`src/rtl/tl_retire_buf.sv`:
```
`timescale 1ns/1ps
module tl_retire_buf #(
  parameter int CW        = 2,
  parameter int ROB_DEPTH = 4,
  parameter int SB_DEPTH  = 2,
  parameter int TAG_W     = 4,
  parameter int ID_W      = 8,
  parameter int DATA_W    = 16,
  localparam int PW   = $clog2(ROB_DEPTH),
  localparam int CNTW = $clog2(ROB_DEPTH + 1),
  localparam int CCW  = $clog2(CW + 1),
  localparam int SBW  = $clog2(SB_DEPTH + 1),
  localparam int SIW  = (SB_DEPTH > 1) ? $clog2(SB_DEPTH) : 1
) (
  input  logic              clk,
  input  logic              rst_n,
  input  logic              disp_valid,
  input  logic              disp_load,
  input  logic              disp_term,
  input  logic [TAG_W-1:0]  disp_tag,
  input  logic [ID_W-1:0]   disp_id,
  output logic              disp_ready,
  input  logic              rsp_valid,
  input  logic [TAG_W-1:0]  rsp_tag,
  input  logic [DATA_W-1:0] rsp_data,
  output logic [CCW-1:0]    commit_cnt,
  input  logic              q_full,
  output logic              out_valid,
  output logic [ID_W-1:0]   out_id,
  output logic [DATA_W-1:0] out_data
);
  logic [ROB_DEPTH-1:0] r_ld, r_tm, r_rdy;
  logic [TAG_W-1:0]     r_tag [ROB_DEPTH];
  logic [ID_W-1:0]      r_id  [ROB_DEPTH];
  logic [DATA_W-1:0]    r_dat [ROB_DEPTH];
  logic [PW-1:0]        head, tail, tix;
  logic [CNTW-1:0]      cnt;

  logic [SB_DEPTH-1:0]  s_rdy, u_rdy, n_rdy;
  logic [TAG_W-1:0]     s_tag [SB_DEPTH], n_tag [SB_DEPTH];
  logic [ID_W-1:0]      s_id  [SB_DEPTH], n_id  [SB_DEPTH];
  logic [DATA_W-1:0]    s_dat [SB_DEPTH], u_dat [SB_DEPTH], n_dat [SB_DEPTH];
  logic [SBW-1:0]       scnt;
  logic [SIW-1:0]       dsel;

  logic push, mv, dir, drain;
  logic [CCW-1:0] ncom;

  assign disp_ready = cnt != CNTW'(ROB_DEPTH);
  assign push       = disp_valid && disp_ready;
  assign commit_cnt = ncom;
  assign out_valid  = drain | dir;
  assign out_id     = drain ? s_id[dsel]  : r_id[tix];
  assign out_data   = drain ? s_dat[dsel] : r_dat[tix];

  always_comb begin
    drain = 1'b0;
    dsel  = '0;
    for (int k = SB_DEPTH - 1; k >= 0; k--)
      if (!q_full && s_rdy[k] && SBW'(k) < scnt) begin
        drain = 1'b1;
        dsel  = SIW'(k);
      end
  end

  always_comb begin
    logic stop;
    logic [PW-1:0] ix;
    ncom = '0;
    stop = 1'b0;
    mv   = 1'b0;
    dir  = 1'b0;
    tix  = head;
    for (int i = 0; i < CW; i++) begin
      ix = head + PW'(i);
      if (!stop && CNTW'(i) < cnt) begin
        if (r_tm[ix]) begin
          if (mv || dir) stop = 1'b1;
          else if (r_rdy[ix] && !q_full && !drain) begin
            dir = 1'b1; tix = ix; ncom = ncom + CCW'(1);
          end else if (!r_rdy[ix] && scnt != SBW'(SB_DEPTH)) begin
            mv = 1'b1; tix = ix; ncom = ncom + CCW'(1);
          end else stop = 1'b1;
        end else if (r_rdy[ix]) ncom = ncom + CCW'(1);
        else stop = 1'b1;
      end
    end
  end

  always_ff @(posedge clk or negedge rst_n) begin
    if (!rst_n) begin
      head <= '0; tail <= '0; cnt <= '0;
      r_ld <= '0; r_tm <= '0; r_rdy <= '0;
    end else begin
      for (int j = 0; j < ROB_DEPTH; j++)
        if (rsp_valid && r_ld[j] && !r_rdy[j] && r_tag[j] == rsp_tag) begin
          r_rdy[j] <= 1'b1;
          r_dat[j] <= rsp_data;
        end
      if (push) begin
        r_ld[tail]  <= disp_load | disp_term;
        r_tm[tail]  <= disp_term;
        r_rdy[tail] <= !(disp_load | disp_term);
        r_tag[tail] <= disp_tag;
        r_id[tail]  <= disp_id;
        tail        <= tail + PW'(1);
      end
      head <= head + PW'(ncom);
      cnt  <= cnt + CNTW'(push) - CNTW'(ncom);
    end
  end

  always_comb begin
    logic [SIW-1:0] pos;
    for (int k = 0; k < SB_DEPTH; k++) begin
      u_rdy[k] = s_rdy[k] | (rsp_valid && s_tag[k] == rsp_tag);
      u_dat[k] = (rsp_valid && !s_rdy[k] && s_tag[k] == rsp_tag) ? rsp_data : s_dat[k];
    end
    n_rdy = u_rdy;
    n_tag = s_tag;
    n_id  = s_id;
    n_dat = u_dat;
    for (int k = 0; k < SB_DEPTH - 1; k++)
      if (drain && SIW'(k) >= dsel) begin
        n_rdy[k] = u_rdy[k+1];
        n_tag[k] = s_tag[k+1];
        n_id[k]  = s_id[k+1];
        n_dat[k] = u_dat[k+1];
      end
    pos = SIW'(scnt - SBW'(drain));
    if (mv) begin
      n_rdy[pos] = rsp_valid && rsp_tag == r_tag[tix];
      n_tag[pos] = r_tag[tix];
      n_id[pos]  = r_id[tix];
      n_dat[pos] = (r_rdy[tix]) ? r_dat[tix] : rsp_data;
    end
  end

  always_ff @(posedge clk or negedge rst_n) begin
    if (!rst_n) begin
      s_rdy <= '0;
      scnt  <= '0;
    end else begin
      s_rdy <= n_rdy;
      s_tag <= n_tag;
      s_id  <= n_id;
      s_dat <= n_dat;
      scnt  <= scnt + SBW'(mv) - SBW'(drain);
    end
  end
endmodule

```
`config.mk`:
```
export PLATFORM = sky130hd
export DESIGN_NAME = tl_retire_buf
export DESIGN_NICKNAME = d
export VERILOG_FILES = /design/src/rtl/tl_retire_buf.sv
export SDC_FILE = /design/constraint.sdc
export NUM_CORES = 1
export LEC_CHECK = 0
export BUFFER_PORTS_ARGS = -buffer_cell sky130_fd_sc_hd__buf_2
export CAP_MARGIN = 20
export CORE_AREA = 2 2 99 196
export CTS_CLUSTER_DIAMETER = 50
export DETAILED_ROUTE_END_ITERATION = 10
export DIE_AREA = 0 0 101 198
export PLACE_DENSITY_LB_ADDON = 0.25
export SKIP_LAST_GASP = 1
export SYNTH_ARGS = -nofsm -noshare
export SYNTH_HDL_FRONTEND = slang
export SYNTH_SLANG_ARGS = --single-unit
```
`constraint.sdc`:
```
create_clock -name clk -period 4.1 [get_ports clk]
set_input_delay 0.41 -clock clk [delete_from_list [all_inputs] [get_ports clk]]
set_output_delay 0.41 -clock clk [all_outputs]
set_load 0.01 [all_outputs]
```
* After elaboration in Yosys (flattened, before gate mapping)
Memories as Yosys holds them, arrays and structs flattened.
Cells that the tools add are included.
** Storage, ports and cells
- Memories :: 3
- RAM bits :: 112
- Word-level logic and storage cells :: 211
- Output and inout bits :: 28
- Memory bits (read-only) :: 0
- Bits of input ports :: 39
- Bits in registers :: 79
- Bits in latches :: 0
** Memories
- r_dat :: depth 4, bits a word 16, read ports 1, clocked after memory_dff 0, write ports 4, RTL line 35 : logic [DATA_W-1:0] r_dat [ROB_DEPTH];
- r_id :: depth 4, bits a word 8, read ports 1, clocked after memory_dff 0, write ports 1, RTL line 34 : logic [ID_W-1:0] r_id [ROB_DEPTH];
- r_tag :: depth 4, bits a word 4, read ports 5, clocked after memory_dff 0, write ports 1, RTL line 33 : logic [TAG_W-1:0] r_tag [ROB_DEPTH];
** Cells by class
- Order comparisons :: 15
- Reduce and logical (&&, ||, !) cells :: 54
- Muxes and demuxes :: 101
- Bitwise logic cells :: 6
- Multipliers :: 0
- Equal/unequal tests :: 9
- Div/mod/pow operators :: 0
- Shifts and indexed selects :: 0
- Add/sub/neg operators :: 9
** Operators by type and width (count)
- $mux 16 :: 10
- $mux 8 :: 7
- $mux 1 :: 49
- $logic_and 1x1->1 :: 40
- $bwmux 32 :: 1
- $mux 32 :: 1
- $eq 4x4->1 :: 7
- $mux 2 :: 14
- $bwmux 16 :: 1
- $demux 16 s1 :: 1
- $bwmux 4 :: 3
- $logic_not 1->1 :: 12
- $lt 2x3->1 const B :: 4
- $mux 4 :: 3
- $bmux 1 s2 :: 5
- $bwmux 8 :: 1
- $demux 8 s1 :: 1
- $add 2x1->2 const B :: 3
- $lt 1x3->1 const A :: 2
- $demux 4 s1 :: 1
- $ge 2x2->1 const B :: 2
- $lt 1x2->1 const A :: 2
- $not 1->2 :: 2
- $or 1x1->1 :: 4
- other kinds (18) :: 18

* Longest topological paths before layout
Gate-level depths: netlist (run 1).
- Depth in word-level cells :: 19
- Gate-level depth with buffers :: 16
- Mapped depth without buffers :: 15

* Least setup slack after synthesis (run 1)
No wires, ideal clock.
- Path type :: reg-to-reg
- Start :: register head[0]
- End :: register cnt[2]
- Path buffers :: 1
- Setup slack :: 529 ps
- Library setup time :: 125 ps
- Stages on the path, launching flop included :: 16
- Period minus slack after synthesis :: 3571 ps
- Data required time :: 3975 ps
- Arrival :: 3446 ps
- Path through :: dfrtp_1 buf_6 mux4_2 a311oi_1 ha_1 a21oi_1 nand2_1 o21ai_0 a21boi_0 ha_1 inv_1 ha_1 inv_1 fa_1 xnor2_1 xnor2_1
** On the way
- Word-level cells in the longest chain between the ends :: 15
- Elaborated cells on any way between the ends :: 45
- Classes of those cells :: add/sub: 3; mux: 31; reduce/logical: 11
** RTL lines
- from (decl) :: RTL line 36 : logic [PW-1:0] head, tail, tix;
- from (signal assigned) :: RTL line 108 : head <= head + PW'(ncom);
- $bmux 1 s2 :: RTL line 79, 81, 84
- $mux 1 (not written as such) :: RTL line 79, 81, 84
- $logic_not 1->1 :: RTL line 81 : end else if (!r_rdy[ix] && scnt != SBW'(SB_DEPTH)) begin
- $logic_and 1x1->1 :: RTL line 81
- $mux 1 :: RTL line 81
- $mux 1 :: RTL line 79 : else if (r_rdy[ix] && !q_full && !drain) begin
- $mux 2 :: RTL line 77 : if (r_tm[ix]) begin
- $mux 2 :: RTL line 76 : if (!stop && CNTW'(i) < cnt) begin
- $add 2x1->2 :: RTL line 80, 82, 84
- $mux 2 :: RTL line 81
- $mux 2 :: RTL line 79
- $mux 2 :: RTL line 78 : if (mv || dir) stop = 1'b1;
- $mux 2 :: RTL line 77
- $mux 2 (*) :: RTL line 76
- named net commit_cnt[0] :: RTL line 26 : output logic [CCW-1:0] commit_cnt,
- $sub 3x2->3 (*) :: RTL line 109 : cnt <= cnt + CNTW'(push) - CNTW'(ncom);
- to (signal assigned) :: RTL line 109
- to (decl) :: RTL line 37 : logic [CNTW-1:0] cnt;
Mark *: on every way through the listed nets, which the timed path passes. The rest lies on a longest branch. The select of a mux whose other input is x is not followed.
A chain may end at the register's enable or synchronous reset.

* Worst setup path after layout (run 1)
- Start :: register head[0]
- End :: output port out_id[0]
** On the way
- Word-level cells in the longest chain between the ends :: 14
- Elaborated cells on any way between the ends :: 39
- Classes of those cells :: add/sub: 1; mux: 26; reduce/logical: 11; memory: 1
** RTL lines
- $bmux 1 s2 :: RTL line 79, 81, 84
- $mux 1 (not written as such) :: RTL line 79, 81, 84
- $logic_not 1->1 :: RTL line 81
- $logic_and 1x1->1 :: RTL line 81
- $mux 1 :: RTL line 81
- $mux 1 :: RTL line 79
- $mux 1 :: RTL line 77
- $mux 1 :: RTL line 76
- $logic_or 1x1->1 :: RTL line 78
- $mux 2 :: RTL line 78
- $mux 2 :: RTL line 77
- $mux 2 (*) :: RTL line 76
- $mem_v2 4x8 (*)
- $mux 8 (*) :: RTL line 53 : assign out_id = drain ? s_id[dsel] : r_id[tix];
- to (decl) :: RTL line 29 : output logic [ID_W-1:0] out_id,
Mark *: on every way between the ends. The rest lies on a longest branch, timed or not. The select of a mux whose other input is x is not followed.

==> metrics.csv, run 1 <==
stage;metric;value;unit
clock_network;H-Tree Depth;4;
routing;drt total wl;20910;µm
cells_and_area;final cell count without fillers;949;
clock_network;clock root cell;clkbuf_16;
pwr;Pleak;0.003718;µW
setup_path;worst setup path start;head[0];
routing;DR WL/cell;22.04;µm
setup_path;Crit. End Element;output port;
logic_synthesis;Yosys reg bits;191;
global_routing;first-pass GRT wire length;32350;µm
routing;Detailed Routing Iterations Pass 1;5;
status;status;completed;
place;pre-CTS setup slack;0.3925;ns
clock_network;TritonCTS Sinks;191;
pwr;Final Power;9078;µW
floorplanning;io pins;67;
logic_synthesis;largest cells by area after synthesis;edfxtp_1 (55%), mux4_2 (6.9%), dfrtp_1 (6.3%);
routing;Remaining DRCs;0;
cells_and_area;layout cells sized above 1;0.2589;
floorplanning;die area;20000;µm²
logic_synthesis;post-synth top area share;0.5544;
pwr;switch share;0.3756;
logic_synthesis;EDFF count, synth;168;
setup_path;Critical-path top delay cell;mux4_2;
pwr;internal power;5668;µW
floorplanning;Starting Density;0.4878;
logic_synthesis;dominant synthesized flop cell;edfxtp_1;
hold_path;worst min-delay path class;primary input to flip-flop;
setup_path;Critical Path Fanout Max;6;
sta;Max Clk Rate;0.2510;GHz
clock_network;total CTS buffers;17;
logic_synthesis;Gate Count Post-Synth;645;
hold_path;hold path cells;1;
sta;Worst Hold Slack;0.1854;ns
logic_synthesis;Mapped Avg Cell Area;14.11;µm²
place;input/output buffers;66;
floorplanning;# rows;71;
setup_path;reg2reg setup slack;0.26;ns
setup_path;Critical Path Start Type;flip-flop;
routing;vias per inst;6.025;
floorplanning;Die Y;198;µm
cells_and_area;ant diodes;0;
logic_synthesis;Syn Std Cell Area;9100;µm²
logic_synthesis;Synthesized Nets;697;
global_routing;Global Route met3 Usage;0.04695;
cells_and_area;most common cell after layout, fill and taps aside;edfxtp_1;
sta;skew final;0.008869;ns
logic_synthesis;library cells used by synthesis;61;
pwr;Psw;3410;µW
logic_synthesis;Synth area leader;edfxtp_1;
pwr;clock network power share;0.170;
logic_synthesis;register area share after synthesis;0.6176;
sta;max-slew violations;0;
cells_and_area;area grow syn2layout;14.68;%
pwr;Reg power frac;0.338;
place;hpwl dp;14130;µm
cells_and_area;Nets;772;
sta;# setup viols final;0;
clock_network;CTS tree;done;
setup_path;reg2reg path depth;16;
routing;via count;5718;
sta;Worst Slack Setup Final;0.1152;ns
setup_path;crit-path cells;mux4_2, nand2b_4, clkinv_4, o2111ai_4, xor2_4, buf_12, buf_12, mux4_2, a222oi_1, inv_1, buf_2;
place;placed cells;908;
cells_and_area;commonest cells after routing, fill and taps aside;edfxtp_1 (168), buf_2 (66), inv_1 (39);
global_routing;vias in the first global route;5994;
global_routing;gr ovfl total;0;
floorplanning;core area;18660;µm²
pwr;power per cell area;869.9;nW/µm²
sta;final hold vios;0;
sta;Final Cycle Share;0.9719;
global_routing;antenna violations before repair;0;
flow_run;MaxCap Viol Count;0;
setup_path;FF-to-FF End;cnt[2];
routing;1st-iter DRT viols;448;
global_routing;met2 usage;0.4163;
global_routing;GR Util All Layers;0.2185;
clock_network;clock-pin slew on the worst setup and hold paths;0.07;ns
setup_path;Worst Path Required;3.69;ns
global_routing;pin count of the biggest net entering global routing;49;
floorplanning;Die W;101;µm
setup_path;CP arrival;3.57;ns
routing;antenna viol nets, final;0;
pwr;Comb pwr share;0.492;
clock_network;clk_lat worst skew;0.44;ns
setup_path;WS Path Type;flip-flop to output port;
sta;slew of the pin with the lowest slew margin;0.9831;ns
place;placer congestion estimate;0.8767;
sta;Slew headroom;0.3446;
global_routing;met1 usage;0.2250;
pwr;Peak VDD IR;0.3631;mV
global_routing;Top Usage Layer GRT;met2;
setup_path;CP endpoint;out_id[0];
clock_network;clock tree buffer depth;2;
logic_synthesis;Post-synth ARST share;0.1204;
sta;TNS Setup;0;ns
sta;min Tclk post-route;3.985;ns
logic_synthesis;YS warnings;0;
setup_path;Critical Path Max Stage Delay;0.58;ns
setup_path;worst r2r src;head[1];
per-layer routing:
metal  vias to the layer above  share of wire
li1                       2650              -
met1                      2864           0.35
met2                       167           0.58
met3                        37          0.041
met4                         0          0.029
met5                         -              0
power by group through the flow:
stage	combinational, µW	sequential (µW)	clock (µW)
final	4470	3070	1540
after global routing	4860	3110	1650
after CTS	4270	3060	1570
after detailed placement	4160	3100	0
after global placement	4000	3050	0
after floorplan	3020	2960	0
final cells by class:
type	instances	area, µm²
fill	1523	8219
clock buffer	18	429.2
multi-input combinational	377	3206
tap	219	274.0
timing repair buffer	93	634.4
inverter	40	155.1
clock inverter	11	116.4
sequential	191	5622
worst max-delay path: cells and delay by family (launching register included):
kind                      cells  cell delay (ns)
muxes                         2             1.11
xor gates and xnor gates      1             0.27
AOI/OAI and AO/OA             2             0.48
DFF                           1             0.42
and+or+nand+nor               1             0.21
buffers and inverters         5             0.63
cell families after synthesis:
family                     Yosys count  share of synthesized area
DFF                                191                     0.6176
buffers and inverters               77                    0.03575
adders and majority gates           13                    0.01870
xor gates and xnor gates            35                    0.03369
AOI/OAI and AO/OA                  129                     0.1078
muxes                               67                     0.1155
and+or+nand+nor                    133                    0.07095
Yosys cell counts (3+ instances only):
cell type and number:
dfrtp_1 23, a21oi_1 28, and3_1 4, o211ai_1 3, o22ai_1 18, o32a_1 5, buf_1 4, mux2i_1 15
nor2_1 38, a21o_1 3, ha_1 12, inv_1 39, nand3b_1 3, edfxtp_1 168, o32ai_1 3, mux4_2 28
nand2b_1 8, buf_6 3, o21ai_0 22, clkbuf_1 23, nor2b_1 4, a222oi_1 24, nand3_1 15, nand2_1 30
xnor2_1 27, mux2_2 23, xor2_1 8, and2_1 7, buf_2 7, nor3_1 13
repair_timing:
action | in CTS | in global routing
buffers inserted | 0 | 10
gates cloned | 1 | 0
setup endpoints to repair | 13 | 24
pin swaps | 1 | 6
hold buffers | 1 | 0
resized for setup | 3 | 3
hold endpoints to repair | 19 | 0
worst min-delay path by stage:
stage | start | endpoint | slack (ns)
global placement | rst_n | r_ld[1] | 0.42
finish | disp_tag[0] | r_tag[2][0] | 0.19
detailed placement | rst_n | r_tm[1] | 0.43
floorplan | rst_n | cnt[0] | 0.11
CTS | disp_id[0] | r_id[0][0] | 0.17
global route | disp_id[4] | r_id[0][4] | 0.17
state kept, by name, summed over array words and instances, names as in the netlist:
name and cells:
r_id 32, s_tag 8, head 2, tail 2
r_tm 4, r_rdy 4, s_rdy 2, cnt 3
s_id 16, r_dat 64, r_tag 16, r_ld 4
scnt 2, s_dat 32
stage by stage:
step	cell area, µm²	util
5_1_grt	10440	0.5594
6_report	10440	0.5594
4_1_cts	10300	0.5524
3_5_place_dp	9702	0.5201
3_3_place_gp	9702	0.5201
2_1_floorplan	9100	-
(Power assumes the default switching activity.)
==> inputs of run 2 (changes only) <==
==> constraint.sdc (replaced) <==
create_clock -name clk -period 4.1 [get_ports clk]
set_input_delay 0.82 -clock clk [delete_from_list [all_inputs] [get_ports clk]]
set_output_delay 0.82 -clock clk [all_outputs]
set_load 0.01 [all_outputs]
==> run 2 against run 1 <==
Against the previous run:
- the run now ends with negative setup slack left
- non-clock buffer count increased by 11
- first-iteration DRC count decreased by 21%
- hold slack improved by 0.28 ns
- flip-flop and latch count unchanged
- die area unchanged
- routed wire length decreased by 2.4%
- worst setup slack got worse by 0.30 ns
- critical path type unchanged
- largest cell class unchanged
==> metrics.csv, run 2 (synthesis results as in run 1) <==
stage;metric;value;unit;change
status;status;complete, but fails checks;;
status;failing checks;negative setup slack;;
pwr;Pleak;0.003760;µW;+1.1%
setup_path;reg2reg setup slack;0.31;ns;+0.05 ns
cells_and_area;final cell count without fillers;964;;+1.6%
setup_path;Critical Path Fanout Max;8;;+2
pwr;power per cell area;851.6;nW/µm²;-2.1%
global_routing;Global Route met3 Usage;0.03495;;-0.01200
floorplanning;io pins;67;;unchanged
global_routing;pin count of the biggest net entering global routing;42;;-14%
clock_network;TritonCTS Sinks;191;;unchanged
global_routing;antenna violations before repair;1;;+1
sta;unrepaired setup endpoints after global routing;yes;;
sta;# setup viols final;24;;+24
sta;min Tclk post-route;4.289;ns;+0.3041 ns
pwr;Psw;3358;µW;-1.5%
routing;1st-iter DRT viols;356;;-21%
floorplanning;Starting Density;0.4878;;unchanged
sta;slew of the pin with the lowest slew margin;0.7739;ns;-0.2091 ns
setup_path;worst r2r src;head[0];;
clock_network;H-Tree Depth;4;;unchanged
floorplanning;die area;20000;µm²;unchanged
routing;vias per inst;5.952;;-1.2%
clock_network;clock tree buffer depth;2;;unchanged
clock_network;clock root cell;clkbuf_16;;
cells_and_area;number of flip-flops in the largest register;64;;unchanged
cells_and_area;post-route design area;10480;µm²;+0.42%
setup_path;Crit. End Element;output port;;
place;Placed Area;9791;µm²;+0.92%
routing;antenna viol nets, final;0;;unchanged
routing;via count;5738;;+0.35%
pwr;Comb pwr share;0.487;;-0.005
pwr;clock network power share;0.171;;about the same
floorplanning;# rows;71;;unchanged
global_routing;GR Util All Layers;0.2140;;-0.004540
pwr;switch share;0.3762;;+0.0005803
cells_and_area;commonest cells after routing, fill and taps aside;edfxtp_1 (168), buf_2 (65), inv_1 (39);;
cells_and_area;Core Util, Final;0.5618;;+0.002348
global_routing;vias in the first global route;5982;;-0.20%
floorplanning;Die W;101;µm;unchanged
routing;Remaining DRCs;0;;unchanged
setup_path;reg2reg path depth;16;;unchanged
sta;max-slew violations;0;;unchanged
setup_path;CP arrival;3.47;ns;-0.10 ns
cells_and_area;most common cell after layout, fill and taps aside;edfxtp_1;;
sta;Worst Hold Slack;0.4631;ns;+0.2776 ns
global_routing;first-pass GRT wire length;31990;µm;-1.1%
global_routing;Top Usage Layer GRT;met2;;
sta;Max Clk Rate;0.2332;GHz;-7.1%
clock_network;total CTS buffers;17;;unchanged
sta;final hold vios;0;;unchanged
cells_and_area;Nets;783;;+1.4%
cells_and_area;Largest regs;r_dat x64, r_id x32, s_dat x32;;
cells_and_area;layout cells sized above 1;0.2728;;+0.01395
floorplanning;core area;18660;µm²;unchanged
setup_path;WS Path Type;flip-flop to output port;;
clock_network;clock-pin slew on the worst setup and hold paths;0.07;ns;about the same
setup_path;Worst Path Required;3.28;ns;-0.41 ns
global_routing;met1 usage;0.2248;;about the same
place;placer congestion estimate;0.8742;;-0.29%
cells_and_area;area grow syn2layout;15.17;%;
clock_network;clk_lat worst skew;0.43;ns;about the same
cells_and_area;fillers;1556;;+2.2%
sta;Slew headroom;0.4840;;+0.1394
floorplanning;Die Y;198;µm;unchanged
global_routing;met2 usage;0.4151;;-0.001235
place;placed cells;917;;+0.99%
hold_path;worst min-delay path class;primary input to async pin;;
cells_and_area;Top reg by flops;r_dat;;
sta;skew final;0.01024;ns;+0.001374 ns
pwr;Peak VDD IR;0.3927;mV;+8.2%
setup_path;Critical Path Start Type;flip-flop;;
routing;drt total wl;20410;µm;-2.4%
routing;Detailed Routing Iterations Pass 1;6;;+1
place;hpwl dp;14060;µm;-0.48%
place;input/output buffers;66;;unchanged
global_routing;gr ovfl total;0;;unchanged
flow_run;MaxCap Viol Count;0;;unchanged
setup_path;FF-to-FF End;cnt[2];;
sta;Final Cycle Share;1.046;;+0.07417
clock_network;CTS tree;done;;
routing;DR WL/cell;21.17;µm;-3.9%
pwr;internal power;5568;µW;-1.8%
pwr;Reg power frac;0.342;;+0.004
sta;Worst Slack Setup Final;-0.1889;ns;-0.3041 ns
run 2: worst max-delay path, stage by stage, from the launching register on:
cell,delay (ns)
dfrtp_2,0.41
mux4_2,0.57
o211a_4,0.19
o2111ai_4,0.26
xor2_4,0.25
buf_12,0.17
mux4_2,0.52
a222oi_1,0.42
inv_1,0.08
buf_2,0.15
run 2: timing repair:
action / in CTS / in global routing
hold buffers: 0 / 0
setup endpoints to repair: 24 / 27
buffers inserted: 5 / 9
cloned: 0 / 0
gates resized for setup: 2 / 4
pin swaps: 7 / 9
endpoints found under the hold margin: 0 / 0
run 2: layout make-up:
| class | count | area (µm²) | area share |
|---|---|---|---|
| Clock inverter | 15 | 128.9 | 0.01230 |
| Tap cell | 219 | 274.0 | 0.02615 |
| Clock buffer | 17 | 425.4 | 0.04059 |
| Sequential cell | 191 | 5622 | 0.5364 |
| Inverter | 40 | 155.1 | 0.01480 |
| Timing Repair Buffer | 104 | 659.4 | 0.06292 |
| Multi-Input combinational cell | 377 | 3213 | 0.3066 |
| Antenna cell | 1 | 2.502 | 0.0002388 |
run 2: routing by layer:
layer / vias up / part of all wire
li1: 2683 / -
met1: 2864 / 0.35
met2: 164 / 0.59
met3: 27 / 0.040
met4: 0 / 0.023
met5: - / 0
run 2: worst max path at each step:
stage | cells after the start | from | slack [ns] | end
global route | 9 | head[0] | -0.30 | out_id[5]
CTS | 9 | head[0] | -0.25 | out_id[5]
detailed placement | 9 | head[0] | 0.05 | out_id[5]
global placement | 10 | q_full | 0.12 | out_data[4]
finish | 9 | head[0] | -0.19 | out_id[5]
floorplan | 9 | q_full | 0.31 | out_id[3]
run 2: power by group through the flow:
stage,Clock (µW),Sequential [µW],Combinational (µW)
after CTS,1560,3050,4250
after floorplan,0,2960,3020
final,1530,3050,4350
after global routing,1640,3100,4770
after detailed placement,0,3090,4140
after global placement,0,3060,4010
run 2: through the flow:
step / TNS, ns / worst slack [ns] / power [µW]
after CTS: -4.280 / -0.2529 / 8861
after floorplan: 0 / 0.3135 / 5981
after global routing: -5.580 / -0.3010 / 9515
after global placement: 0 / 0.1192 / 7069
after detailed placement: 0 / 0.05135 / 7235
final: -2.726 / -0.1889 / 8925
